[config.mk]
export PLATFORM = sky130hd
export DESIGN_NAME = wpl_lock_ctrl
export DESIGN_NICKNAME = d
export VERILOG_FILES = /design/src/rtl/wpl_pkg.sv /design/src/rtl/wpl_seq.sv /design/src/rtl/wpl_lock_state.sv /design/src/rtl/wpl_gate.sv /design/src/rtl/wpl_lock_ctrl.sv
export SDC_FILE = /design/constraint.sdc
export NUM_CORES = 1
export LEC_CHECK = 0
export CAP_MARGIN = 20
export CORE_MARGIN = 2
export CORE_UTILIZATION = 25
export CTS_BUF_LIST = sky130_fd_sc_hd__clkbuf_8
export DETAILED_ROUTE_END_ITERATION = 12
export PLACE_DENSITY = 0.94
export SYNTH_ARGS = -nofsm -noshare
export SYNTH_HDL_FRONTEND = slang
export SYNTH_SLANG_ARGS = --single-unit
[constraint.sdc]
create_clock -name clk -period 2.8 [get_ports clk]
set_input_delay 0.56 -clock clk [delete_from_list [all_inputs] [get_ports clk]]
set_output_delay 0.56 -clock clk [all_outputs]
set_load 0.05 [all_outputs]
[src/rtl/wpl_pkg.sv]
package wpl_pkg;
  localparam int unsigned KEY_W = 8;
  typedef logic [KEY_W-1:0] key_t;
endpackage

[src/rtl/wpl_seq.sv]
module wpl_seq
  import wpl_pkg::*;
#(
  parameter int unsigned NKEYS = 3,
  parameter logic [NKEYS*KEY_W-1:0] KEYS = 24'h88_16_59
) (
  input  logic clk,
  input  logic rst,
  input  logic key_wr,
  input  key_t key_byte,
  output logic seq_done,
  output logic seq_miss
);
  localparam int unsigned SW = (NKEYS > 2) ? $clog2(NKEYS) : 1;
  localparam logic [SW-1:0] LAST = SW'(NKEYS - 1);

  logic [SW-1:0]    step;
  logic [NKEYS-1:0] hit_vec;
  logic             exp_hit;

  for (genvar i = 0; i < NKEYS; i++) begin : g_cmp
    assign hit_vec[i] = (key_byte == KEYS[i*KEY_W +: KEY_W]);
  end

  always_comb begin
    exp_hit = 1'b0;
    for (int i = 0; i < NKEYS; i++) begin
      if (step == SW'(i)) exp_hit = hit_vec[i];
    end
  end

  assign seq_done = key_wr && exp_hit && (step == LAST);
  assign seq_miss = key_wr && !exp_hit;

  always_ff @(posedge clk) begin
    if (rst) begin
      step <= '0;
    end else if (key_wr) begin
      if (exp_hit) begin
        step <= (step == LAST) ? '0 : step + SW'(1);
      end else if (hit_vec[0]) begin
        step <= SW'(1);
      end else begin
        step <= '0;
      end
    end
  end
endmodule

[src/rtl/wpl_lock_state.sv]
module wpl_lock_state (
  input  logic clk,
  input  logic rst,
  input  logic seq_done,
  input  logic seq_miss,
  output logic unlocked
);
  always_ff @(posedge clk) begin
    if (rst)           unlocked <= 1'b0;
    else if (seq_done) unlocked <= 1'b1;
    else if (seq_miss) unlocked <= 1'b0;
  end
endmodule

[src/rtl/wpl_gate.sv]
module wpl_gate #(
  parameter int unsigned AW = 12,
  parameter int unsigned DW = 32,
  parameter logic [AW-1:0] UNLOCK_ADDR = 12'h100
) (
  input  logic          clk,
  input  logic          rst,
  input  logic [AW-1:0] bus_addr,
  input  logic          bus_we,
  input  logic          prot_hit,
  input  logic          unlocked,
  output logic          key_wr,
  output logic          prot_wr_en,
  output logic [DW-1:0] bus_rdata
);
  logic at_unlock;

  assign at_unlock  = (bus_addr == UNLOCK_ADDR);
  assign key_wr     = bus_we && at_unlock;
  assign prot_wr_en = bus_we && prot_hit && unlocked;

  always_ff @(posedge clk) begin
    if (rst) bus_rdata <= '0;
    else     bus_rdata <= at_unlock ? DW'(unlocked) : '0;
  end
endmodule

[src/rtl/wpl_lock_ctrl.sv]
module wpl_lock_ctrl
  import wpl_pkg::*;
#(
  parameter int unsigned AW = 12,
  parameter int unsigned DW = 32,
  parameter logic [AW-1:0] UNLOCK_ADDR = 12'h100,
  parameter int unsigned NKEYS = 3,
  parameter logic [NKEYS*KEY_W-1:0] KEYS = 24'h88_16_59
) (
  input  logic          clk,
  input  logic          rst,
  input  logic [AW-1:0] bus_addr,
  input  logic [DW-1:0] bus_wdata,
  input  logic          bus_we,
  input  logic          prot_hit,
  output logic [DW-1:0] bus_rdata,
  output logic          prot_wr_en,
  output logic          unlocked
);
  logic key_wr;
  logic seq_done;
  logic seq_miss;
  logic unused_hi;

  assign unused_hi = ^bus_wdata[DW-1:KEY_W];

  wpl_gate #(.AW(AW), .DW(DW), .UNLOCK_ADDR(UNLOCK_ADDR)) u_gate (
    .clk        (clk),
    .rst        (rst),
    .bus_addr   (bus_addr),
    .bus_we     (bus_we),
    .prot_hit   (prot_hit),
    .unlocked   (unlocked),
    .key_wr     (key_wr),
    .prot_wr_en (prot_wr_en),
    .bus_rdata  (bus_rdata)
  );

  wpl_seq #(.NKEYS(NKEYS), .KEYS(KEYS)) u_seq (
    .clk      (clk),
    .rst      (rst),
    .key_wr   (key_wr),
    .key_byte (bus_wdata[KEY_W-1:0]),
    .seq_done (seq_done),
    .seq_miss (seq_miss)
  );

  wpl_lock_state u_lock (
    .clk      (clk),
    .rst      (rst),
    .seq_done (seq_done),
    .seq_miss (seq_miss),
    .unlocked (unlocked)
  );
endmodule

## Word level (Yosys, flattened, before mapping)

Index checks and enable logic that the tools add are counted.

| storage, ports and cells | value |
|---|---|
| bits in registers | 35 |
| output and inout port bits | 34 |

| operators by class | value |
|---|---|
| $add $sub $neg | 1 |
| equal/unequal tests | 6 |
| muxes and demuxes | 8 |
| bitwise gates (word level) | 1 |
| reduce and logical (&&, ||, !) cells | 10 |

Operators with widths:

| kind | count |
|---|---|
| 12-bit by 9-bit == test with 1-bit output, second input constant | 1 |
| 8-bit by 5-bit == test with 1-bit output, second input constant | 1 |
| 8-bit by 7-bit == test with 1-bit output, second input constant | 1 |
| 8-bit == test, second input constant | 1 |
| 1-bit logical AND | 6 |
| 1-bit two-way mux | 6 |
| 2-bit two-way mux | 2 |
| 2-bit by 1-bit adder with 2-bit output, second input constant | 1 |
| 2-bit by 1-bit == test with 1-bit output, second input constant | 1 |
| 2-bit == test, second input constant | 1 |
| 2-bit zero test | 1 |
| 2-bit nonzero test | 1 |
| 2-bit OR reduction | 1 |
| 1-bit zero test | 1 |
| 1-bit NOT | 1 |

## Logic depth before layout (Yosys ltp)

| depth | value |
|---|---|
| depth in word-level cells | 8 |
| gate-level depth with buffers | 4 |
| mapped depth without buffers | 4 |

## Cells and area by module

From an unflattened synthesis, not the netlist that was laid out.

| unflattened totals | value |
|---|---|
| cell total of the unflattened synthesis | 67 |
| area, all modules | 539.3 um^2 |

Modules (own cells, without submodules):

| module | times used | cells each | area each (um^2) |
|---|---|---|---|
| wpl_gate | 1 | 41 | 324.1 |
| wpl_seq | 1 | 22 | 176.4 |
| wpl_lock_state | 1 | 4 | 38.8 |

## Worst setup path before layout

Ideal clock, no wire load.

| path | value |
|---|---|
| kind | reg2out |
| from | reg u_lock.unlocked |
| to | out prot_wr_en |
| arrival | 1181 ps |
| setup slack | 1059 ps |
| stages on the path, launching flop included | 2 |
| path buffers | 0 |
| path through | dfxtp_1 and3_1 |

| between the ends | value |
|---|---|
| longest elaborated chain between the ends | 1 |

Ends and longest elaborated chain:

| what | RTL line | RTL |
|---|---|---|
| start: declaration | wpl_lock_state.sv:6 | `output logic unlocked` |
| start signal: assignment | wpl_lock_state.sv:9 | `if (rst) unlocked <= 1'b0;` |
| start signal: assignment | wpl_lock_state.sv:10 | `else if (seq_done) unlocked <= 1'b1;` |
| start signal: assignment | wpl_lock_state.sv:11 | `else if (seq_miss) unlocked <= 1'b0;` |
| 1-bit logical AND | wpl_gate.sv:20 | `assign prot_wr_en = bus_we && prot_hit && unlocked;` |
| end: declaration | wpl_lock_ctrl.sv:17 | `output logic prot_wr_en,` |

No other way between the ends.

## Worst setup path in the final report

| path | value |
|---|---|
| from | in bus_addr[6] |
| to | reg u_seq.step[0] |

| between the ends | value |
|---|---|
| longest elaborated chain between the ends | 2 |

Ends and longest elaborated chain:

| what | RTL line | RTL |
|---|---|---|
| start: declaration | wpl_lock_ctrl.sv:12 | `input logic [AW-1:0] bus_addr,` |
| 12-bit by 9-bit == test with 1-bit output | wpl_gate.sv:18 | `assign at_unlock = (bus_addr == UNLOCK_ADDR);` |
| 1-bit logical AND | wpl_gate.sv:19 | `assign key_wr = bus_we && at_unlock;` |
| end signal: assignment | wpl_seq.sv:40 | `step <= (step == LAST) ? '0 : step + SW'(1);` |
| end: declaration | wpl_seq.sv:17 | `logic [SW-1:0] step;` |

No other way between the ends.
A chain may end at the register's enable or synchronous reset.

==> flow_summary.ini <==
[outcome]
status = complete, no violations

[min_path]
hp-start = u_lock.unlocked
holdPathStages = 1
min_path_type = flip-flop to flip-flop

[timing]
hold_violations = 0
setup_viol = 0
clock.fmax_mhz = 483
fin_ws_ps = 729
fin_setup_tns_ps = 0
slew_violations = 0
rsz0062_at_grt = no
finalCriticalPeriod_ps = 2070
fin_crit_sh = 0.740
skew_ps = 0.739

[drt]
avgRoutedWirePerCell_um = 8.98
ant_nets = 0
num_vias = 470
viasPerCell = 3.92
drc = 0
drt-total-wl_um = 1080
drtIter0Drc = 3
first_pass_iters = 3

[critical_path]
crit_chain = clkdlybuf4s50_1 > nor4b_4 > nand4_2 > or4_1 > a21oi_1
worstPathMaxFanout = 4
reg2reg_depth = 4
crit_buf_inv = 1
crit_cells = 5
r2r_start = u_seq.step[0]
cp_slowest_stage_delay_ps = 540
arrival_ps = 2220
endpoint_kind = flip-flop
crit_family = simple AND/OR/NAND/NOR gates
cp-start-kind = input port
required_ps = 2950
worstSetupPathType = input port to flip-flop
critPathLaunch = bus_addr[6]
cpMaxStageDelayCell = or4_1

[floorplanning]
die_h_um = 51.0
die_area_um2 = 2600
start_util = 0.257
rows = 17
dieWidth_um = 51.0
ioPinCount = 82
coreArea_um2 = 2150

[global_routing]
grt_first_pass_wirelength_um = 1610
grt_pass1_vias = 435
grt_max_degree = 6
antenna_found_initial = 0
grtUsageTotal = 0.0857
overflow = 0

[clocking]
cts_max_level = 1
clockRootBuffer = clkbuf_8
cts_hold_buf = 0
cts_resized = 0
cts_tree = built
cts-buffers-inserted = 3
clk_pin_slew_ps = 30
post-cts-setup-buffers = 0
cts.sinks = 4
clockBufferDepth = 2
clock_latency_ps = 210

[placement]
post-place-ws_ps = 498
port_buffers = 26
place_hpwl_um = 968
gp_congestion = 0.755

[finish]
syn2layout_area_growth_pct = 38.8
n_antenna_cell = 0
drive_gt1_frac = 0.120
nets = 142

[logic_synthesis]
synth_most_common_cell = buf_4
avgSynthCellArea_um2 = 8.62
ys_ff_latch = 4
ys.flop_type = dfxtp_1
synth.area.top_cells = buf_4, dfxtp_1, nor4_4
synth_edf_count = 0
netlist_area_um2 = 552
yosysWarnings = 0
yosysUniqueCellTypes = 26
syn_inst = 64
netlist.area_leader.share = 0.422
seq_area_frac_synth = 0.145
synth.largest_area_cell = buf_4
async_reset_ff_frac = 0
synthTopCellsByCount = buf_4, dfxtp_1

[power_and_ir_drop]
leakagePower_uw = 0.000319
peakVddDrop_mv = 0.135
cellPowerDensity_nw_per_um2 = 410

[flow_run]
maxCapViolCount = 0
[kinds of logic (layout without fill, tap and decap cells)]
family / count (synthesis) / in the layout / synth area share
AO/OA/AOI/OAI: 6 / 6 / 0.0680
buffers and inverters: 33 / 31 / 0.435
flip-flops: 4 / 4 / 0.145
other: 1 / 31 / 0.00680
AND/OR/NAND/NOR: 20 / 20 / 0.345
[worst register-to-register path, cell delays in order, from the launching register on]
cell,delay [ps]
dfxtp_1,340
or4b_1,530
nor4_1,200
a21oi_1,100
a211oi_1,220
[worst paths after layout]
kind | endpoint | slack (ps)
worst min register to register | u_gate.bus_rdata[0] | 520
worst min-delay path | u_gate.bus_rdata[0] | 520
worst max-delay path | u_seq.step[0] | 730
worst max register to register | u_lock.unlocked | 1320
[cell usage in the layout (no fill, tap or decap), types with 2 or more instances in the layout]
cell type,instances
clkdlybuf4s50_1,25
clkbuf_8,3
dfxtp_1,4
conb_1,31
or4_1,2
nor4_4,2
inv_1,2
nand2_1,2
a21oi_1,2
[final cells by class]
class,count,area [µm²]
clock buffer,3,41.3
fill,221,1380
inverter,2,7.51
multi-input combinational,57,344
sequential,4,80.1
tap,28,35.0
timing repair buffer,26,258
[layer usage]
layer / up-vias / part of all wire / track usage
li1: 222 / - / -
met1: 212 / 0.29 / 0.0673
met2: 32 / 0.60 / 0.156
met3: 4 / 0.080 / 0.0117
met4: 0 / 0.030 / 0.117
met5: - / 0 / 0
[stage by stage]
step | util | hold WS, ps | std cells | power (µW) | instance area (µm²)
final | 0.356 | 520 | 120 | 314 | 766
after detailed placement | 0.337 | 510 | 117 | 195 | 724
after global routing | 0.356 | 550 | 120 | 329 | 766
after floorplan | - | 459 | 94 | 189 | 664
after CTS | 0.356 | 518 | 120 | 317 | 766
after global placement | 0.337 | 486 | 117 | 194 | 724
[sequential cells by signal, summed over array words and instances, names as in the netlist]
register          count
u_seq.step            2
u_gate.bus_rdata      1
u_lock.unlocked       1
[power by group]
part,internal [µW],switching [µW]
Combinational,33.2,104
Sequential,57.4,0.0000222
Clock,91.5,27.8
Total,182,132
Note: power is estimated with default switching activity, not from simulation.
